--- src/rtl/msi_gen_pkg.sv ---
// Shared constants and helpers for the message generator.
// Assumes a 16-bit data pattern and dword-aligned message addresses.
package msi_gen_pkg;
    localparam int unsigned PAT_W      = 16;
    localparam int unsigned MSG_W      = 32;
    localparam int unsigned ALIGN_BITS = 2;

    // Clamp a requested log2 count to the supported maximum
    function automatic int unsigned clamp_log(input int unsigned req, input int unsigned lmax);
        return (req > lmax) ? lmax : req;
    endfunction
endpackage

--- src/rtl/msi_range_decode.sv ---
// Decodes the programmed log2 vector count into an effective (clamped)
// count and a per-vector in-range mask. Assumes NVEC is a power of two.
module msi_range_decode #(
    parameter int unsigned NVEC  = 32,
    localparam int unsigned VEC_W = $clog2(NVEC),
    localparam int unsigned LOG_W = $clog2(VEC_W + 1)
) (
    input  logic [LOG_W-1:0] cfg_log_vec,
    output logic [LOG_W-1:0] log_eff,
    output logic [NVEC-1:0]  in_range
);
    import msi_gen_pkg::*;

    // Clamp the count field to what the block supports
    always_comb begin
        log_eff = LOG_W'(clamp_log(int'(cfg_log_vec), VEC_W));
    end

    // One comparator per vector: inside the enabled range or not
    for (genvar i = 0; i < NVEC; i++) begin : g_rng
        always_comb begin
            in_range[i] = (i < (1 << log_eff));
        end
    end
endmodule

--- src/rtl/msi_low_pick.sv ---
// Finds the lowest set bit of a request vector: flag, one-hot and index.
// Purely combinational; lowest index has priority.
module msi_low_pick #(
    parameter int unsigned NVEC  = 32,
    localparam int unsigned VEC_W = $clog2(NVEC)
) (
    input  logic [NVEC-1:0]  cand,
    output logic             any,
    output logic [NVEC-1:0]  onehot,
    output logic [VEC_W-1:0] idx
);
    logic [NVEC:0] seen;

    assign seen[0] = 1'b0;

    // Ripple a "lower bit already taken" chain across the vector
    for (genvar i = 0; i < NVEC; i++) begin : g_chain
        assign onehot[i]  = cand[i] & ~seen[i];
        assign seen[i+1]  = seen[i] | cand[i];
    end

    assign any = seen[NVEC];

    // Encode the one-hot winner into a binary index
    always_comb begin
        idx = '0;
        for (int i = 0; i < NVEC; i++) begin
            if (onehot[i]) idx = idx | VEC_W'(i);
        end
    end
endmodule

--- src/rtl/msi_data_merge.sv ---
// Builds the 32-bit message word: the 16-bit pattern zero-extended, with
// the low log_eff bits replaced by the vector index. Assumes VEC_W <= 16.
module msi_data_merge #(
    parameter int unsigned NVEC  = 32,
    localparam int unsigned VEC_W = $clog2(NVEC),
    localparam int unsigned LOG_W = $clog2(VEC_W + 1)
) (
    input  logic [msi_gen_pkg::PAT_W-1:0] pattern,
    input  logic [LOG_W-1:0]              log_eff,
    input  logic [VEC_W-1:0]              vec,
    output logic [msi_gen_pkg::MSG_W-1:0] word
);
    import msi_gen_pkg::*;

    logic [PAT_W-1:0] low_mask;

    // Merge the vector index into the low bits of the pattern
    always_comb begin
        low_mask = PAT_W'((17'd1 << log_eff) - 17'd1);
        word     = {{(MSG_W-PAT_W){1'b0}},
                    (pattern & ~low_mask) | (PAT_W'(vec) & low_mask)};
    end
endmodule

--- src/rtl/msi_msg_gen.sv ---
// Top: converts vector requests into single write messages. Every legal
// request is recorded as a pending bit; a drain engine issues eligible
// pending vectors lowest-first, one outstanding message at a time.
// Assumes configuration inputs are quasi-static, sampled at issue.
module msi_msg_gen #(
    parameter int unsigned NVEC     = 32,
    parameter int unsigned ADDR_W   = 64,
    parameter int unsigned RID_W    = 16,
    parameter bit          HAS_MASK = 1'b1,
    localparam int unsigned VEC_W   = $clog2(NVEC),
    localparam int unsigned LOG_W   = $clog2(VEC_W + 1)
) (
    input  logic              clk,
    input  logic              rst_n,
    input  logic              cfg_enable,
    input  logic [LOG_W-1:0]  cfg_log_vec,
    input  logic [ADDR_W-1:0] cfg_addr,
    input  logic [15:0]       cfg_data,
    input  logic [NVEC-1:0]   cfg_mask,
    input  logic [RID_W-1:0]  requester_id,
    input  logic              rescan,
    input  logic              req_valid,
    input  logic [VEC_W-1:0]  req_vec,
    output logic              req_err,
    output logic [NVEC-1:0]   pending,
    output logic              msg_valid,
    input  logic              msg_ready,
    output logic [ADDR_W-1:0] msg_addr,
    output logic [31:0]       msg_data,
    output logic [RID_W-1:0]  msg_rid
);
    import msi_gen_pkg::*;

    logic [LOG_W-1:0] log_eff;
    logic [NVEC-1:0]  in_range;
    logic [NVEC-1:0]  mask_eff;
    logic [NVEC-1:0]  pend_q, pend_nxt;
    logic [NVEC-1:0]  eligible, pick_oh, clr_bits, set_bits, keep_bits;
    logic [VEC_W-1:0] pick_idx;
    logic             pick_any;
    logic             drain_q, drain_nxt;
    logic             req_hit, req_ok, req_bad, req_masked;
    logic             rescan_act, slot_free, issue;
    logic [MSG_W-1:0] word;
    logic             valid_q, err_q;
    logic [ADDR_W-1:0] addr_q;
    logic [MSG_W-1:0]  data_q;
    logic [RID_W-1:0]  rid_q;

    msi_range_decode #(.NVEC(NVEC)) u_rng (
        .cfg_log_vec (cfg_log_vec),
        .log_eff     (log_eff),
        .in_range    (in_range)
    );

    msi_low_pick #(.NVEC(NVEC)) u_pick (
        .cand   (eligible),
        .any    (pick_any),
        .onehot (pick_oh),
        .idx    (pick_idx)
    );

    msi_data_merge #(.NVEC(NVEC)) u_merge (
        .pattern (cfg_data),
        .log_eff (log_eff),
        .vec     (pick_idx),
        .word    (word)
    );

    // Masking capability is a build option; without it nothing is masked
    if (HAS_MASK) begin : g_mask
        assign mask_eff = cfg_mask;
    end else begin : g_nomask
        assign mask_eff = '0;
    end

    // Classify the incoming request
    always_comb begin
        req_hit    = req_valid & cfg_enable;
        req_ok     = req_hit & in_range[req_vec];
        req_bad    = req_hit & ~in_range[req_vec];
        req_masked = mask_eff[req_vec];
        set_bits   = req_ok ? (NVEC'(1) << req_vec) : '0;
        rescan_act = rescan & cfg_enable;
    end

    // Choose whether a pending vector is issued this cycle
    always_comb begin
        eligible  = pend_q & ~mask_eff & in_range;
        slot_free = ~valid_q | msg_ready;
        issue     = cfg_enable & drain_q & pick_any & slot_free;
        clr_bits  = issue ? pick_oh : '0;
    end

    // Next pending set: issue clears, rescan trims, new request sets
    always_comb begin
        keep_bits = rescan_act ? in_range : '1;
        pend_nxt  = ((pend_q & ~clr_bits) & keep_bits) | set_bits;
        drain_nxt = (req_ok & ~req_masked) | rescan_act
                  | (drain_q & |(eligible & ~clr_bits));
    end

    // Pending bits and drain flag
    always_ff @(posedge clk) begin
        if (!rst_n) begin
            pend_q  <= '0;
            drain_q <= 1'b0;
        end else begin
            pend_q  <= pend_nxt;
            drain_q <= drain_nxt;
        end
    end

    // Output message register: load on issue, drop on handshake
    always_ff @(posedge clk) begin
        if (!rst_n) begin
            valid_q <= 1'b0;
            addr_q  <= '0;
            data_q  <= '0;
            rid_q   <= '0;
        end else if (issue) begin
            valid_q <= 1'b1;
            addr_q  <= {cfg_addr[ADDR_W-1:ALIGN_BITS], {ALIGN_BITS{1'b0}}};
            data_q  <= word;
            rid_q   <= requester_id;
        end else if (msg_ready) begin
            valid_q <= 1'b0;
        end
    end

    // Illegal-index flag, one cycle after the request
    always_ff @(posedge clk) begin
        if (!rst_n) err_q <= 1'b0;
        else        err_q <= req_bad;
    end

    assign req_err   = err_q;
    assign pending   = pend_q;
    assign msg_valid = valid_q;
    assign msg_addr  = addr_q;
    assign msg_data  = data_q;
    assign msg_rid   = rid_q;
endmodule

--- config.mk ---
export PLATFORM = sky130hd
export DESIGN_NAME = msi_msg_gen
export DESIGN_NICKNAME = d
export VERILOG_FILES = /design/src/rtl/msi_gen_pkg.sv /design/src/rtl/msi_range_decode.sv /design/src/rtl/msi_low_pick.sv /design/src/rtl/msi_data_merge.sv /design/src/rtl/msi_msg_gen.sv
export SDC_FILE = /design/constraint.sdc
export NUM_CORES = 1
export LEC_CHECK = 0
export BUFFER_PORTS_ARGS = -buffer_cell sky130_fd_sc_hd__buf_2
export CORE_AREA = 2 2 125 127
export DETAILED_ROUTE_END_ITERATION = 16
export DIE_AREA = 0 0 127 129
export PLACE_DENSITY = 0.79
export SLEW_MARGIN = 20
export SYNTH_ARGS = -nofsm -noshare
export SYNTH_HDL_FRONTEND = slang
export SYNTH_SLANG_ARGS = --single-unit
--- constraint.sdc ---
create_clock -name clk -period 4.37 [get_ports clk]
set_input_delay 0.6555 -clock clk [delete_from_list [all_inputs] [get_ports clk]]
set_output_delay 0.6555 -clock clk [all_outputs]
set_load 0.01 [all_outputs]
==> results of run 1 <==
-- layer usage --
metal / routed length, um / part of all wire, % / GRT usage [%]
met5: 0 / 0 / 0
met4: 769 / 2.9 / 11.6
met3: 2540 / 9.6 / 8.52
met2: 12400 / 47 / 50.3
met1: 10600 / 40 / 39.1
-- sequential cells by signal (all words and copies together) (netlist names) --
| name | count |
|---|---|
| msg_valid | 1 |
| msg_rid | 16 |
| pending | 32 |
| req_err | 1 |
| msg_addr | 62 |
| msg_data | 16 |
| drain_q | 1 |
-- where the power goes --
part | switching [mW] | internal [mW]
clock network | 0.588 | 0.859
logic | 0.143 | 0.104
registers | 0.00211 | 1.18
total | 0.733 | 2.14
-- final cells by class --
type	instances	area, sq um
clock buffer	17	425
clock inverter	15	174
fill	1376	5680
inverter	7	31.3
multi-input combinational	723	4250
sequential	129	2580
tap	188	235
timing repair buffer	295	1600
-- stage by stage --
stage               utilization, %  hold WS [ps]
CTS                           62.1           454
global route                  62.1           463
detailed placement            58.1           447
finish                        62.1           454
global placement              58.1           435
floorplan                        -           475
-- worst reg2reg max path: stages (launching register included) --
cell and delay, ps:
dfxtp_1 370, or3b_2 470, a221oi_2 370, nor4_4 100, and4_1 320, a21oi_4 530, nand2_1 200, o311ai_0 350
a21boi_0 130
-- how the worst min path moves through the flow --
stage / end / slack, ps / depth (start not counted)
2_1_floorplan: msg_data[6] / 480 / 2
3_3_place_gp: msg_data[6] / 430 / 2
3_5_place_dp: msg_addr[2] / 450 / 2
4_1_cts: msg_addr[8] / 450 / 3
5_1_grt: msg_addr[7] / 460 / 3
6_report: msg_addr[2] / 450 / 2
-- kinds of logic (layout without fill, tap and decap cells) --
kind of cell	count (synthesis)	after routing	synth area share, %
AOI/OAI and AO/OA	264	264	26.3
buffers and inverters	82	334	6.19
adders and majority gates	5	5	0.835
other	2	20	0.104
and+or+nand+nor	421	421	28.0
muxes	12	12	2.54
DFF	129	129	35.9
xor gates and xnor gates	1	1	0.122
-- cells in the final DEF, fill, tap and decap left out, types with 8 or more instances in the layout --
master / synthesis / routed
nor3_1: 11 / 11
a21boi_1: 17 / 17
nand3_1: 26 / 26
buf_4: 27 / 24
o211ai_1: 10 / 10
o21a_1: 12 / 12
nor2_1: 40 / 40
a21boi_0: 87 / 87
nand2_1: 221 / 221
nand2b_1: 25 / 25
nand3b_1: 8 / 8
o21ai_0: 36 / 36
o311ai_0: 11 / 11
clkbuf_16: 0 / 17
a21oi_1: 23 / 22
nor2b_1: 28 / 28
nand4_1: 13 / 13
conb_1: 2 / 20
dfxtp_1: 129 / 129
a31oi_1: 15 / 15
buf_2: 7 / 267
and2_1: 12 / 12
==> reports/qor.txt, run 1 <==
reg-to-reg setup timing slack: 1400 ps
Iteration-0 DRC Markers: 807
max_slew headroom: 47.0%
Final Critical Period: 3630 ps
antenna viol nets, final: 0
Tot GR Track Use: 30.8%
diodes inserted: 0
syn_area_per_cell: 7.85 sq um
hpwl dp: 20000 um
Buf+Inv Stages, Crit Path: 2
Hold-fix buffers, CTS: 0
critical path's slowest cell: a21oi_4
CP startpoint: cfg_log_vec[1]
Critical R2R Capture: pending[14]
Area Growth Syn to Fin: 29.2%
count leader, synth: nand2_1
clock skew: 10.2 ps
Tcrit/Tclk final: 83.1%
f_max: 275 MHz
number of H-tree levels: 4
CP top delay family: compound AO/OA/AOI/OAI gates
CP endpoint kind: register
total number of vias: 7995
worst setup margin: 739 ps
CTS Buffer Depth: 2
cells after synthesis: 916
root buf cell: clkbuf_16
DRC: 0
fin. max-slew vios: 0
register area share after synthesis: 35.9%
Placed Cells: 1342
Die H: 129 um
Finished Cell Area: 0.00930 sq mm
Hold Crit Class: register to register
drt pass-1 iters: 5
core box area: 0.0150 sq mm
final non-filler cell total: 1374
first-pass GRT wire length: 39600 um
Initial Util: 48.0%
Worst VDD drop: 353 uV
vias in the first global route: 7369
setup bufs post-CTS: 0
asr flop ratio synth: 0%
Synthesis Warnings: 0
final estimated routing congestion in global placement: 0.988
Worst EP arrival: 3920 ps
cell count along the critical path: 13
commonest cells in the netlist: 221 x nand2_1, 129 x dfxtp_1, 87 x a21boi_0
pre-CTS setup slack: 354 ps
post-CTS sizing: 0
initial antenna violation count: 0
CTS tree: yes
prevailing post-synth register cell: dfxtp_1
Seq cells post-synth: 129
status: complete, no violations
setup TNS: 0 ps
Post-Syn Area: 0.00719 sq mm
Setup Viol. Count Final: 0
cell area power density: 309 mW/mm^2
Placement Rows: 45
total grt overflow: 0
share of cells above drive strength 1: 29.2%
Reg clk slew, reported paths: 60 ps
Ports: 288
worst-path maximum fanout: 13
final WL: 26300 um
max incr delay on CP: 520 ps
die width: 127 um
critical-path cell list: buf_2 -> buf_4 -> nor2_1 -> nand2_1 -> ha_1 -> or3b_2 -> a221oi_2 -> nor4_4 -> and4_1 -> a21oi_4 -> nand2_1 -> o311ai_0 -> a21boi_0
largest net degree at the start of global routing: 61
Worst Path Required: 4660 ps
fin nets: 1319
clock sinks: 129
CP dominant cell by count: nand2_1
worst setup path end: pending[14]
post-detailed-route wirelength per cell: 19.2 um
I/O Buffers: 267
launching point of the worst reg2reg path: pending[4]
final hold violations: 0
Placed Area: 0.00870 sq mm
worst slew pin tran: 790 ps
synth unique cells: 71
synth top area cells: dfxtp_1 36%, nand2_1 12%, a21boi_0 9.1%
total power: 2.87 mW
top cell type's share of synthesized area: 35.9%
worst setup path class: input pin to register
RSZ-0062 raised after global routing: false
Worst setup SP type: input pin
number of flops mapped to enable cells by yosys: 0
Synth area leader: dfxtp_1
max-cap violations: 0
Clock Latency Late Sink: 420 ps
worst reg-to-reg path cell count: 8
Hold Startpoint: msg_addr[2]
leakage: 3.94 nW
overall die area: 0.0164 sq mm
CTS Buf Count: 17
drt via density: 5.82
Note: power is estimated with default switching activity, not from simulation.
==> run 2, diff against run 1 <==
ABC_AREA = 1   (was unset)
CORE_AREA = 2 2 127 129   (was 2 2 125 127)
DIE_AREA = 0 0 129 131   (was 0 0 127 129)
PLACE_DENSITY = 0.77   (was 0.79)
clock period = 3.31 ns   (was 4.37 ns; I/O delays follow)
==> run 2 against run 1 <==
Effect of this change: the flow now finishes with violations (negative setup slack); wire length up 6.7%; global-route usage decreased by 1.7 points; worst setup slack worse by 1300 ps; count of clock-buffer cells in the layout is the same; clock skew is 9.0 ps higher; area after synthesis down 6.4%; register-to-register slack got worse by 1700 ps; non-clock buffer count grew 138; final cell count up 19%; via count is 8.6% higher; core utilization increased by 7.5 points; first-iteration DRC count shrank 10%; critical endpoint is now drain_q; largest power group unchanged; highest routed layer unchanged.
==> reports/qor.txt, run 2 <==
status: finished with violations (was complete, no violations)
failing checks: negative setup slack
fin nets: 1552 (was 1319)
reg-to-reg setup timing slack: -330 ps (was 1400 ps)
Critical R2R Capture: drain_q (was pending[14])
prevailing post-synth register cell: dfxtp_1 (unchanged)
Synthesis Warnings: 0 (unchanged)
cells after synthesis: 1006 (was 916)
Tot GR Track Use: 29.1% (was 30.8%)
filler instances: 1233 (was 1376)
net switching power: 1.00 mW (was 0.733 mW)
worst slew pin tran: 1050 ps (was 790 ps)
post-synthesis compound-gate area fraction: 7.95% (was 26.3%)
diodes inserted: 0 (unchanged)
Finished Cell Area: 0.0109 sq mm (was 0.00930 sq mm)
total grt overflow: 0 (unchanged)
Hold Startpoint: cfg_addr[11] (was msg_addr[2])
number of flops mapped to enable cells by yosys: 0 (unchanged)
Synth area leader: dfxtp_1 (unchanged)
Clock Latency Late Sink: 430 ps (was 420 ps)
commonest non-fill, non-tap cell in the layout: buf_2 (unchanged)
core box area: 0.0156 sq mm (was 0.0150 sq mm)
Placed Cells: 1549 (was 1342)
overall die area: 0.0169 sq mm (was 0.0164 sq mm)
asr flop ratio synth: 0% (unchanged)
worst setup path end: drain_q (was pending[14])
drt pass-1 iters: 7 (was 5)
max incr delay on CP: 200 ps (was 520 ps)
Hold Crit Class: input pin to register (was register to register)
commonest cells in the netlist: 293 x nand2_1, 155 x nand3_1, 129 x dfxtp_1 (was 221 x nand2_1, 129 x dfxtp_1, 87 x a21boi_0)
fin. max-slew vios: 0 (unchanged)
Post-Syn Area: 0.00674 sq mm (was 0.00719 sq mm)
Worst Path Required: 3610 ps (was 4660 ps)
Iteration-0 DRC Markers: 726 (was 807)
syn_area_per_cell: 6.70 sq um (was 7.85 sq um)
share of cells above drive strength 1: 43.0% (was 29.2%)
f_max: 260 MHz
CP endpoint kind: register (unchanged)
RSZ-0062 raised after global routing: true (was false)
vias in the first global route: 7670 (was 7369)
Reg clk slew, reported paths: 60 ps (about the same)
synth unique cells: 40 (was 71)
cell area power density: 367 mW/mm^2 (was 309 mW/mm^2)
max_slew headroom: 30.1% (was 47.0%)
total number of vias: 8686 (was 7995)
clock skew: 19.1 ps (was 10.2 ps)
most frequent cells in the layout: 264 x buf_2, 222 x nand2_1, 138 x nand3_1, 136 x buf_4, 129 x dfxtp_1 (was 267 x buf_2, 221 x nand2_1, 129 x dfxtp_1, 87 x a21boi_0, 40 x nor2_1)
CP startpoint: cfg_log_vec[2] (was cfg_log_vec[1])
final non-filler cell total: 1634 (was 1374)
post-detailed-route wirelength per cell: 17.2 um (was 19.2 um)
combinational fraction of design power: 9.5% (was 8.6%)
I/O Buffers: 267 (unchanged)
Post-Synth Adder-Cell Area: 0.743% (was 0.835%)
hold depth: 3 (was 2)
worst reg-to-reg path cell count: 28 (was 8)
launching point of the worst reg2reg path: pending[1] (was pending[4])
leakage: 6.00 nW (was 3.94 nW)
Final Critical Period: 3840 ps
Setup Viol. Count Final: 127 (was 0)
clock sinks: 129 (unchanged)
largest family of logic cells by synthesized area: simple AND/OR/NAND/NOR gates (unchanged)
antenna viol nets, final: 0 (unchanged)
final hold violations: 0 (unchanged)
DRC: 0 (unchanged)
Die H: 131 um (was 129 um)
Initial Util: 43.2% (was 48.0%)
CTS tree: yes (unchanged)
Int Pwr: 2.98 mW (was 2.14 mW)
post-synthesis mux area share: 0% (was 2.54%)
drt via density: 5.32 (was 5.82)
worst setup margin: -532 ps (was 739 ps)
register area share after synthesis: 38.3% (was 35.9%)
Sw Ratio: 25.1% (was 25.5%)
Worst VDD drop: 349 uV (was 353 uV)
xor-xnor portion of the synthesized cell area: 0.130% (was 0.122%)
Placed Area: 0.00901 sq mm (was 0.00870 sq mm)
die width: 129 um (was 127 um)
Area Growth Syn to Fin: 61.1% (was 29.2%)
max FFs per register: 62 (unchanged)
initial antenna violation count: 0 (unchanged)
worst-path maximum fanout: 3 (was 13)
largest net degree at the start of global routing: 96 (was 61)
Seq cells post-synth: 129 (unchanged)
final WL: 28100 um (was 26300 um)
max-cap violations: 0 (unchanged)
count leader, synth: nand2_1 (unchanged)
Post-Synth Simple-Gate Area: 40.9% (was 28.0%)
CTS Buffer Depth: 2 (unchanged)
top cell type's share of synthesized area: 38.3% (was 35.9%)
number of H-tree levels: 4 (unchanged)
Placement Rows: 46 (was 45)
Hold-fix buffers, CTS: 0 (unchanged)
CTS Buf Count: 17 (unchanged)
synth top area cells: dfxtp_1 38%, nand2_1 16%, nand3_1 12% (was dfxtp_1 36%, nand2_1 12%, a21boi_0 9.1%)
worst setup path class: input pin to register (unchanged)
register share of total power: 39.2% (was 41.1%)
root buf cell: clkbuf_16 (unchanged)
Worst setup SP type: input pin (unchanged)
Clock power frac: 51.3% (was 50.3%)
critical path's slowest cell: nor2_2 (was a21oi_4)
Worst EP arrival: 4140 ps (was 3920 ps)
final estimated routing congestion in global placement: 1.01 (was 0.988)
Ports: 288 (unchanged)
first-pass GRT wire length: 38300 um (was 39600 um)
hpwl dp: 18600 um (was 20000 um)
Tcrit/Tclk final: 116%
run 2: cell types whose count changed after synthesis, sizes merged, moves of 25 or more:
cell	change
a21boi	-104
nand2b	-25
inv	+97
nand3	+130
o21ai	-27
nand2	+79
nand4	+37
nor2b	-28
run 2: how the worst min path moves through the flow:
stage / to / slack (ps)
floorplan: drain_q / 450
global placement: msg_rid[2] / 450
detailed placement: msg_addr[46] / 450
CTS: msg_data[9] / 250
global route: msg_addr[16] / 260
finish: msg_addr[11] / 250
run 2: cell type report:
class,instances,area (sq um),share of cell area (%)
clock buffer,17,425,3.92
timing repair buffer,433,2970,27.4
sequential,129,2580,23.8
multi-input combinational,717,3970,36.6
inverter,108,430,3.97
clock inverter,14,206,1.90
tap,216,270,2.49
run 2: cells by family (layout without fill, tap and decap cells):
group / Yosys count / after routing
buffers and inverters: 179 / 572
AND/OR/NAND/NOR: 601 / 602
other: 2 / 20
flip-flops: 129 / 129
AO/OA/AOI/OAI: 90 / 90
adder cells (fa/ha/maj): 4 / 4
XOR/XNOR: 1 / 1
run 2: repair_timing:
item                                   4_1_cts  5_1_grt
pin swaps                                   15       25
cloned                                       7        5
setup endpoints to repair                  125      128
buffers inserted                            27       17
endpoints found under the hold margin        0        0
gates resized for setup                     40      136
run 2: power by group through the flow:
stage / logic, mW / registers (mW) / clock network (mW)
after detailed placement: 0.316 / 1.60 / 0
after global routing: 0.403 / 1.56 / 2.12
final: 0.377 / 1.56 / 2.04
after CTS: 0.338 / 1.56 / 2.05
after floorplan: 0.167 / 1.60 / 0
after global placement: 0.317 / 1.59 / 0
run 2: through the flow:
step	setup slack, ps	setup TNS [ps]	utilization (%)	hold WS, ps	power, mW
final	-532	-35700	69.6	251	3.98
after global routing	-705	-68430	69.6	256	4.09
after detailed placement	-809	-78070	57.8	455	1.91
after CTS	-153	-9350	65.3	248	3.95
after global placement	-699	-68640	57.8	452	1.91
after floorplan	-333	-13170	-	448	1.76
run 2: worst max-delay path, delay by kind of cell:
family          cells  cell delay [ps]
compound gates      1               50
simple gates       27             3120
buf+inv             4              350
fa+ha+maj           1              120
run 2: layer usage:
| layer | track usage (%) | vias up | routed length (um) |
|---|---|---|---|
| met5 | 0 | - | 0 |
| met4 | 14.3 | 0 | 1180 |
| met3 | 6.84 | 95 | 2510 |
| met2 | 49.1 | 539 | 14000 |
| met1 | 35.0 | 3953 | 10500 |
| li1 | - | 4099 | - |
